$ cat src/rtl/fpm_pkg.sv
package fpm_pkg;
  localparam int unsigned NUM_BANKS = 2;
  typedef enum logic {BANK_A = 1'b0, BANK_B = 1'b1} bank_e;
endpackage

$ cat src/rtl/fpm_sync_edge.sv
// Multi-stage synchronizer followed by a rising-edge detector.
module fpm_sync_edge #(
  parameter int unsigned STAGES = 2
) (
  input  logic clk,
  input  logic rst,
  input  logic async_i,
  output logic rise_o
);
  logic [STAGES-1:0] sync_q;
  logic              last_q;

  always_ff @(posedge clk) begin
    if (rst) begin
      sync_q <= '0;
      last_q <= 1'b0;
    end else begin
      sync_q <= {sync_q[STAGES-2:0], async_i};
      last_q <= sync_q[STAGES-1];
    end
  end

  assign rise_o = sync_q[STAGES-1] & ~last_q;
endmodule

$ cat src/rtl/fpm_counter.sv
// Up counter: reset or active-low clear zero it; enable advances it by one.
module fpm_counter #(
  parameter int unsigned W = 32
) (
  input  logic         clk,
  input  logic         rst,
  input  logic         clr_n,
  input  logic         en,
  output logic [W-1:0] q
);
  always_ff @(posedge clk) begin
    if (rst || !clr_n) q <= '0;
    else if (en)       q <= q + 1'b1;
  end
endmodule

$ cat src/rtl/fpm_bank.sv
// One bank: an input-edge counter and a reference-cycle counter.
module fpm_bank #(
  parameter int unsigned W = 32
) (
  input  logic         clk,
  input  logic         rst,
  input  logic         clr_n,
  input  logic         run,
  input  logic         evt_pulse,
  output logic [W-1:0] evt_q,
  output logic [W-1:0] ref_q
);
  fpm_counter #(.W(W)) u_evt (
    .clk(clk), .rst(rst), .clr_n(clr_n), .en(run & evt_pulse), .q(evt_q)
  );
  fpm_counter #(.W(W)) u_ref (
    .clk(clk), .rst(rst), .clr_n(clr_n), .en(run), .q(ref_q)
  );
endmodule

$ cat src/rtl/freq_pingpong_meter.sv
module freq_pingpong_meter #(
  parameter int unsigned CNT_W       = 32,
  parameter int unsigned WINDOW      = 100000,
  parameter int unsigned SYNC_STAGES = 2
) (
  input  logic             clk,
  input  logic             rst,
  input  logic             meas_in,
  input  logic             ack_i,
  output logic             irq_o,
  output logic             overrun_o,
  output logic [CNT_W-1:0] rd_evt_o,
  output logic [CNT_W-1:0] rd_ref_o,
  output logic             rd_bank_o
);
  import fpm_pkg::*;

  localparam int unsigned WIN_W = (WINDOW > 1) ? $clog2(WINDOW) : 1;
  localparam logic [WIN_W-1:0] WIN_LAST = WIN_W'(WINDOW - 1);

  logic             evt_pulse;
  logic [WIN_W-1:0] win_q;
  logic             win_end;
  bank_e            active_q;
  bank_e            held;
  logic             res_load_q;
  logic [CNT_W-1:0] evt_q [NUM_BANKS];
  logic [CNT_W-1:0] ref_q [NUM_BANKS];

  fpm_sync_edge #(.STAGES(SYNC_STAGES)) u_sync (
    .clk(clk), .rst(rst), .async_i(meas_in), .rise_o(evt_pulse)
  );

  assign win_end = (win_q == WIN_LAST);
  assign held    = bank_e'(~active_q);

  // Window timer and role control; bank B counts first after reset.
  always_ff @(posedge clk) begin
    if (rst) begin
      win_q      <= '0;
      active_q   <= BANK_B;
      res_load_q <= 1'b0;
    end else begin
      res_load_q <= win_end;
      if (win_end) begin
        win_q    <= '0;
        active_q <= bank_e'(~active_q);
      end else begin
        win_q <= win_q + 1'b1;
      end
    end
  end

  // Outgoing bank takes its last count on the swap edge; incoming bank is zeroed.
  for (genvar b = 0; b < NUM_BANKS; b++) begin : g_bank
    logic is_active;
    assign is_active = (active_q == bank_e'(b));
    fpm_bank #(.W(CNT_W)) u_bank (
      .clk      (clk),
      .rst      (rst),
      .clr_n    (~(win_end & ~is_active)),
      .run      (is_active),
      .evt_pulse(evt_pulse),
      .evt_q    (evt_q[b]),
      .ref_q    (ref_q[b])
    );
  end

  // Read port and flags, all updated one edge after the swap.
  always_ff @(posedge clk) begin
    if (rst) begin
      rd_evt_o  <= '0;
      rd_ref_o  <= '0;
      rd_bank_o <= 1'b0;
      irq_o     <= 1'b0;
      overrun_o <= 1'b0;
    end else begin
      if (res_load_q) begin
        rd_evt_o  <= evt_q[held];
        rd_ref_o  <= ref_q[held];
        rd_bank_o <= held;
      end
      if (res_load_q)  irq_o <= 1'b1;
      else if (ack_i)  irq_o <= 1'b0;
      if (res_load_q && irq_o && !ack_i) overrun_o <= 1'b1;
      else if (ack_i)                    overrun_o <= 1'b0;
    end
  end
endmodule

$ cat config.mk
export PLATFORM = sky130hd
export DESIGN_NAME = freq_pingpong_meter
export DESIGN_NICKNAME = d
export VERILOG_FILES = /design/src/rtl/fpm_pkg.sv /design/src/rtl/fpm_sync_edge.sv /design/src/rtl/fpm_counter.sv /design/src/rtl/fpm_bank.sv /design/src/rtl/freq_pingpong_meter.sv
export SDC_FILE = /design/constraint.sdc
export NUM_CORES = 1
export LEC_CHECK = 0
export BUFFER_PORTS_ARGS = -buffer_cell sky130_fd_sc_hd__buf_2
export CAP_MARGIN = 10
export CORE_UTILIZATION = 40
export DETAILED_ROUTE_END_ITERATION = 10
export GPL_ROUTABILITY_DRIVEN = 0
export GPL_TIMING_DRIVEN = 0
export PLACE_DENSITY = 0.55
export SLEW_MARGIN = 20
export SYNTH_ARGS = -nofsm -noshare
export SYNTH_HDL_FRONTEND = slang
export SYNTH_SLANG_ARGS = --single-unit
$ cat constraint.sdc
create_clock -name clk -period 6 [get_ports clk]
set_clock_uncertainty 0.05 [all_clocks]
set_input_delay 1.5 -clock clk [delete_from_list [all_inputs] [get_ports clk]]
set_output_delay 1.5 -clock clk [all_outputs]
set_load 0.01 [all_outputs]
### Word-level counts from Yosys, hierarchy flattened

Index checks and enable logic that the tools add are counted.

| storage, ports and cells | value |
|---|---|
| bits in registers | 217 |
| bits in latches | 0 |
| memory bits (writable) | 0 |
| memory bits (read-only) | 0 |
| input port bits | 4 |
| output and inout bits | 67 |
| logic and storage cells | 46 |
| memories kept | 0 |

| cells by class | value |
|---|---|
| add/sub/neg operators | 5 |
| $mul | 0 |
| divide/modulo/power cells | 0 |
| $lt $le $gt $ge | 1 |
| equality and inequality tests | 1 |
| shifts and indexed selects | 0 |
| multiplexer cells | 9 |
| bitwise operators | 8 |
| reductions and logical operators | 8 |

Operators with widths:

| kind | count |
|---|---|
| two-way mux 32 bit | 6 |
| adder 32 x 1 -> 32 bit, second input constant | 4 |
| adder 17 x 1 -> 17 bit, second input constant | 1 |
| equality test 17 bit, second input constant | 1 |
| AND 1 bit | 5 |
| nonzero test 2 bit | 2 |
| two-way mux 1 bit | 3 |
| >= comparator 2 bit, second input constant | 1 |
| logical AND 1 bit | 2 |
| logical OR 1 bit | 2 |
| NOT 1 bit | 2 |
| NOT 1 -> 2 bit | 1 |
| OR reduction 2 bit | 1 |
| zero test 1 bit | 1 |

### Longest topological paths before layout

Gate-level depths: netlist (run 1).

| logic depth | value |
|---|---|
| depth in word-level cells | 5 |
| depth in mapped cells | 8 |
| depth with buffers taken out | 5 |

### Cells and area by module

From an unflattened synthesis (run 1), not the netlist that was laid out.

| second synthesis, totals | value |
|---|---|
| cell total of the unflattened synthesis | 1141 |
| area, all modules | 10274.9 um^2 |

By module, submodules not included:

| module | instances | cells an instance | area an instance (um^2) | seq. area each (um^2) |
|---|---|---|---|---|
| fpm_counter | 4 | 184 | 1602.8 | 640.6 |
| freq_pingpong_meter | 1 | 396 | 3763.6 | 1721.7 |
| fpm_sync_edge | 1 | 7 | 87.6 | 60.1 |
| fpm_bank | 2 | 1 | 6.3 | 0.0 |

### Least setup slack after synthesis (run 1)

No wires, ideal clock.

| timing path | value |
|---|---|
| path kind | input to register |
| start point | in rst |
| end point | reg g_bank[0].u_bank.u_ref.q[0] |
| library setup time | 128 ps |
| data arrival time | 2187 ps |
| data required time | 5822 ps |
| setup slack | 3635 ps |
| stages on the path | 4 |
| path buffers | 2 |
| cells stage by stage | o21bai_1 -> clkbuf_1 -> clkbuf_1 -> nor2_1 |

| on the way | value |
|---|---|
| word-level cells in the longest chain between the ends | 1 |

RTL lines:

| item | RTL line | text |
|---|---|---|
| start: declaration | freq_pingpong_meter.sv:7 | `input logic rst,` |
| logical OR 1 bit | fpm_counter.sv:12 | `if (rst \|\| !clr_n) q <= '0;` |
| end signal: assignment | fpm_counter.sv:13 | `else if (en) q <= q + 1'b1;` |
| end: declaration | fpm_counter.sv:9 | `output logic [W-1:0] q` |

Every way passes these cells.
A chain may end at the register's enable or synchronous reset.

### Worst setup path after layout (run 1)

| timing path | value |
|---|---|
| start point | reg win_q[0] |
| end point | reg g_bank[0].u_bank.u_ref.q[11] |

| on the way | value |
|---|---|
| word-level cells in the longest chain between the ends | 3 |

RTL lines:

| item | RTL line | text |
|---|---|---|
| start: declaration | freq_pingpong_meter.sv:22 | `logic [WIN_W-1:0] win_q;` |
| start signal: assignment | freq_pingpong_meter.sv:49 | `win_q <= win_q + 1'b1;` |
| equality test 17 bit | freq_pingpong_meter.sv:34 | `assign win_end = (win_q == WIN_LAST);` |
| AND 1 bit | freq_pingpong_meter.sv:61 | `.clr_n (~(win_end & ~is_active)),` |
| logical OR 1 bit | fpm_counter.sv:12 |  |

Every way passes these cells.

==> results of run 1 <==
-- layout make-up --
| type | instances | area [sq um] | share of cell area |
|---|---|---|---|
| Buffer | 78 | 352 | 0.0307 |
| Clock buffer | 38 | 764 | 0.0668 |
| Clock inverter | 7 | 87.6 | 0.00765 |
| Inverter | 17 | 63.8 | 0.00558 |
| Multi-Input combinational cell | 788 | 5080 | 0.444 |
| Sequential cell | 217 | 4340 | 0.380 |
| Tap cell | 324 | 405 | 0.0354 |
| Timing Repair Buffer | 70 | 350 | 0.0306 |
-- metrics by stage --
step           hold WS [ns]  cells  power, mW
3_3_place_gp          0.367   1494       1.53
5_1_grt               0.408   1539       3.16
6_report              0.388   1539       3.07
3_5_place_dp          0.380   1494       1.53
2_1_floorplan         0.364   1100       1.51
4_1_cts               0.394   1539       3.10
-- registers in the layout, indices dropped and copies added (netlist names), 2 cells and up --
signal and cells:
g_bank.u_bank.u_ref.q 64, rd_ref_o 32, u_sync.sync_q 2, rd_evt_o 32, win_q 17, g_bank.u_bank.u_evt.q 64
-- where the power goes --
part	switching, mW	total, mW	leakage [nW]	internal [mW]
clock	0.607	1.57	0.422	0.959
combinational	0.0349	0.0475	1.99	0.0126
sequential	0.00637	1.45	1.75	1.45
total	0.649	3.07	4.16	2.42
-- final timing paths --
check	startpoint	to	slack, ns	depth (start not counted)
max reg2reg	win_q[0]	g_bank[0].u_bank.u_ref.q[11]	3.07	8
max	win_q[0]	g_bank[0].u_bank.u_ref.q[11]	3.07	8
min reg2reg	u_sync.sync_q[0]	u_sync.sync_q[1]	0.39	1
min	u_sync.sync_q[0]	u_sync.sync_q[1]	0.39	1
-- per-layer routing --
metal | global-route usage | up-vias
li1 | - | 4299
met1 | 0.292 | 4105
met2 | 0.340 | 155
met3 | 0.0240 | 40
met4 | 0.0538 | 0
met5 | 0 | -
-- worst max-delay path, delay by kind of cell (launching register included) --
| kind | cells | cell delay (ns) |
|---|---|---|
| AO/OA/AOI/OAI | 1 | 0.23 |
| buffers and inverters | 3 | 1.19 |
| flip-flops | 1 | 0.46 |
| adder cells (fa/ha/maj) | 1 | 0.19 |
| AND/OR/NAND/NOR | 3 | 0.67 |
-- layout by cell type, fill, tap and decap left out, drive strengths merged, types with 53 or more instances in the layout --
cell type    n
dfxtp      217
nor2       131
clkbuf     101
a21oi       84
buf         84
mux2i       67
a211oi      64
or4         61
nand4       53
o31ai       53
-- cell families (layout without fill, tap and decap cells) --
group,after synthesis,in the layout,synth area share
DFF,217,217,0.442
xor gates and xnor gates,57,57,0.0508
and+or+nand+nor,423,423,0.238
adders and majority gates,5,5,0.00636
AOI/OAI and AO/OA,236,236,0.153
muxes,67,67,0.0682
buffers and inverters,95,210,0.0422
==> summary.txt, run 1 <==
CTS max path bufs: 3
slew at the pin closest to its max-slew limit: 0.969 ns
post-CTS sizing: 0
chip width: 159 um
Synth area leaders: dfxtp_1 44%, mux2i_1 6.8%, nor2_1 5.0%
Synth top area share: 0.442
Area growth syn-to-layout: 16.3%
Total GRT Usage: 0.209
postcts setup bufs: 0
setup TNS: 0 ns
Max Fclk: 342 MHz
via count of the first global-routing pass: 7903
vias per cell: 5.59
wire length on met3: 827 um
placed cell areas: 0.0106 sq mm
met2 WL post-DR: 12200 um
clock latency at the later pin of the worst-skew pair: 0.52 ns
Avg Cell Area, Syn: 8.94 sq um
Seq/Total Area, Yosys: 0.442
leading area contributor after synthesis: dfxtp_1
crit path max fanout: 10
Setup crit end kind: register
Setup WS pre-CTS: 2.87 ns
iteration count of the initial detailed-routing pass: 5
Final WS setup: 3.07 ns
vias post-DR: 8599
CTS Hold Buffers Added: 0
HP Class: reg2reg
min Tclk post-route: 2.93 ns
Ys Warns: 0
Yosys cell types: 46
synth cell count leaders: 217 x dfxtp_1, 131 x nor2_1, 84 x a21oi_1
synthesized area: 0.00984 sq mm
DRT iter0 DRCs: 496
Setup Crit Path Kind: reg2reg
I/O Buffers: 70
WL/cell: 17.3 um
DRT met1 WL: 13000 um
CP arrival: 3.26 ns
IO Pins: 71
Post-synth EDFFs: 0
Fin. Hold Viols: 0
initial core utilization: 0.406
first-pass GRT wire length: 43200 um
antenna viol nets, final: 0
core region area: 0.0242 sq mm
slew margin rel.: 0.354
post-layout util: 0.472
Synth Flop Type: dfxtp_1
post-route cell area: 0.0114 sq mm
endpoints failing setup: 0
P_leak: 4.16 nW
CTS tree: done
Remaining DRCs: 0
die area: 0.0252 sq mm
Pwr Density: 268 mW/mm^2
clock root buffer: clkbuf_16
largest net degree at the start of global routing: 13
Rows: 57
Final Max Slew Viols: 0
Max Used Layer: met4
CP required: 6.33 ns
number of CTS-inserted buffers: 25
Post-synth ARST share: 0
Worst Setup Start Kind: register
number of max-cap violations: 0
Worst VDD drop: 0.000168 V
clock transition at the registers of the reported paths: 0.06 ns
fill count: 2425
Detailed Route WL: 26600 um
most common cell in the synthesized netlist: dfxtp_1
DP HPWL: 18400 um
RSZ-0062 raised after global routing: no
layout net count: 1206
Crit path top cell by count: clkbuf_1
register bit total from synthesis: 217
crit-path max cell delay: 0.47 ns
CP max-delay cell: clkbuf_1
Mapped Cells: 1100
clk sink count: 217
Die H: 159 um
CTS H-tree depth: 1
initial antenna violation count: 0
status: finished clean
crit-path cells: ha_1 -> clkbuf_1 -> and4_1 -> nand4_1 -> o21bai_1 -> clkbuf_1 -> clkbuf_1 -> nor2_1
share of cells above drive strength 1: 0.110
antenna diode count: 0
Post-Syn Nets: 1109
crit share post-route: 0.488
remaining global-route overflow: 0
Power figures use the tool's default switching activity.
==> inputs of run 2 (changes only) <==
PLACE_DENSITY = 0.57   (was 0.55)
clock period = 2.58 ns   (was 6 ns; I/O delays follow)
==> run 2 against run 1 <==
Count of clock-buffer cells in the layout unchanged; routed wire length shrank 2.7%; global-route usage fell by 0.39 points; final area up 0.14%.
==> summary.txt, run 2 (synthesis gave the netlist of run 1 again) <==
most common cell after layout, fill and taps aside: dfxtp_1
Pwr Density: 613 mW/mm^2 (+130%)
number of max-cap violations: 0 (unchanged)
crit share post-route: 0.944 (+0.457)
largest net degree at the start of global routing: 13 (unchanged)
antenna viol nets, final: 0 (unchanged)
slew at the pin closest to its max-slew limit: 0.892 ns (-0.0766 ns)
Die H: 159 um (unchanged)
DRT iter0 DRCs: 557 (+12%)
share of cells above drive strength 1: 0.122 (+0.0112)
I/O Buffers: 70 (unchanged)
Min Hold Slack: 0.255 ns (-0.134 ns)
die area: 0.0252 sq mm (unchanged)
chip width: 159 um (unchanged)
number of CTS-inserted buffers: 25 (unchanged)
status: finished clean
Area growth syn-to-layout: 16.5%
crit-path cells: buf_6 -> nand4_1 -> or4_1 -> buf_2 -> or4_1 -> a21oi_1
initial antenna violation count: 0 (unchanged)
clk sink count: 217 (unchanged)
CP arrival: 2.83 ns (-0.43 ns)
Final Max Slew Viols: 0 (unchanged)
Worst Setup Start Kind: register
CTS tree: done
initial core utilization: 0.406 (unchanged)
HP Class: in2reg
core region area: 0.0242 sq mm (unchanged)
RSZ-0062 raised after global routing: no
via count of the first global-routing pass: 7954 (+0.65%)
clock transition at the registers of the reported paths: 0.06 ns (about the same)
Worst VDD drop: 0.000394 V (+130%)
DP HPWL: 18300 um (-0.90%)
CP required: 2.98 ns (-3.35 ns)
P_leak: 4.20 nW (+0.85%)
r2r worst-path depth: 6 (-2)
CP max-delay cell: or4_1
commonest cells after routing, fill and taps aside: 217 x dfxtp_1, 131 x nor2_1, 84 x a21oi_1
remaining global-route overflow: 0 (unchanged)
CTS H-tree depth: 1 (unchanged)
min Tclk post-route: 2.44 ns (-0.490 ns)
WL/cell: 16.8 um (-2.9%)
Crit path depth: 6 (-2)
Largest regs: g_bank.u_bank.u_evt.q: 64 flops, g_bank.u_bank.u_ref.q: 64 flops
clock root buffer: clkbuf_16
IO Pins: 71 (unchanged)
Crit path top cell by count: or4_1
vias post-DR: 8564 (-0.41%)
Setup crit end kind: register
vias per cell: 5.55 (-0.60%)
Detailed Route WL: 25900 um (-2.7%)
overall power of the completed layout: 7.03 mW (+130%)
Rows: 57 (unchanged)
antenna diode count: 0 (unchanged)
CP top delay family: simple AND/OR/NAND/NOR gates
Max Fclk: 410 MHz (+20%)
Fin. Hold Viols: 0 (unchanged)
layout net count: 1209 (+0.25%)
iteration count of the initial detailed-routing pass: 5 (unchanged)
CTS max path bufs: 3 (unchanged)
endpoints failing setup: 0 (unchanged)
first-pass GRT wire length: 42700 um (-1.2%)
crit-path max cell delay: 0.53 ns (+0.06 ns)
Total GRT Usage: 0.205 (-0.00388)
slew margin rel.: 0.405 (+0.0511)
Remaining DRCs: 0 (unchanged)
clock latency at the later pin of the worst-skew pair: 0.52 ns (about the same)
critical path buffer and inverter count: 2 (-1)
Setup Crit Path Kind: reg2reg
hold depth: 2 (+1)
fill count: 2399 (-1.1%)
crit path max fanout: 19 (+9)
==> run 2: worst paths after layout <==
path | from | to | slack, ns
worst max-delay path | active_q | g_bank[1].u_bank.u_ref.q[31] | 0.14
worst min-delay path | ack_i | overrun_o | 0.25
worst max register to register | active_q | g_bank[1].u_bank.u_ref.q[31] | 0.14
worst min register to register | u_sync.sync_q[0] | u_sync.sync_q[1] | 0.39
==> run 2: cell type report <==
| type | instances | area (sq um) | share of cell area |
|---|---|---|---|
| multi-input cells | 788 | 5080 | 0.443 |
| flip-flops and latches | 217 | 4340 | 0.379 |
| clock buffers | 38 | 734 | 0.0641 |
| well taps | 324 | 405 | 0.0354 |
| repair buffers | 74 | 380 | 0.0332 |
| plain buffers | 77 | 364 | 0.0318 |
| clock inverters | 7 | 91.3 | 0.00797 |
| inverters | 17 | 63.8 | 0.00557 |
==> run 2: through the flow <==
stage / setup slack, ns / utilization / setup TNS [ns] / area (sq um) / instances
2_1_floorplan: 0.487 / - / 0 / 9840 / 1100
3_3_place_gp: -0.289 / 0.437 / -19.73 / 10600 / 1494
3_5_place_dp: -0.307 / 0.437 / -18.40 / 10600 / 1494
4_1_cts: 0.0482 / 0.472 / 0 / 11400 / 1539
5_1_grt: 0.0270 / 0.473 / 0 / 11500 / 1542
6_report: 0.144 / 0.473 / 0 / 11500 / 1542
==> run 2: report_power, final <==
| part | leakage (nW) | internal, mW | switching (mW) | total (mW) |
|---|---|---|---|---|
| sequential | 1.75 | 3.36 | 0.0144 | 3.38 |
| clock | 0.404 | 2.15 | 1.38 | 3.54 |
| combinational | 2.04 | 0.0318 | 0.0820 | 0.114 |
==> run 2: what timing repair did <==
action                                  4_1_cts  5_1_grt
endpoints found under the setup margin      110      120
cloned                                        0        0
buffers inserted                              0        4
gates resized for setup                      12        5
pin swaps                                     0        3
hold buffers                                  0        0
==> run 2: metal layers <==
layer	track usage	share of wire	vias up	routed length (um)
li1	-	-	4297	-
met1	0.288	0.49	4070	12600
met2	0.333	0.45	160	11700
met3	0.0266	0.044	37	1130
met4	0.0459	0.020	0	528
met5	0	0	-	0
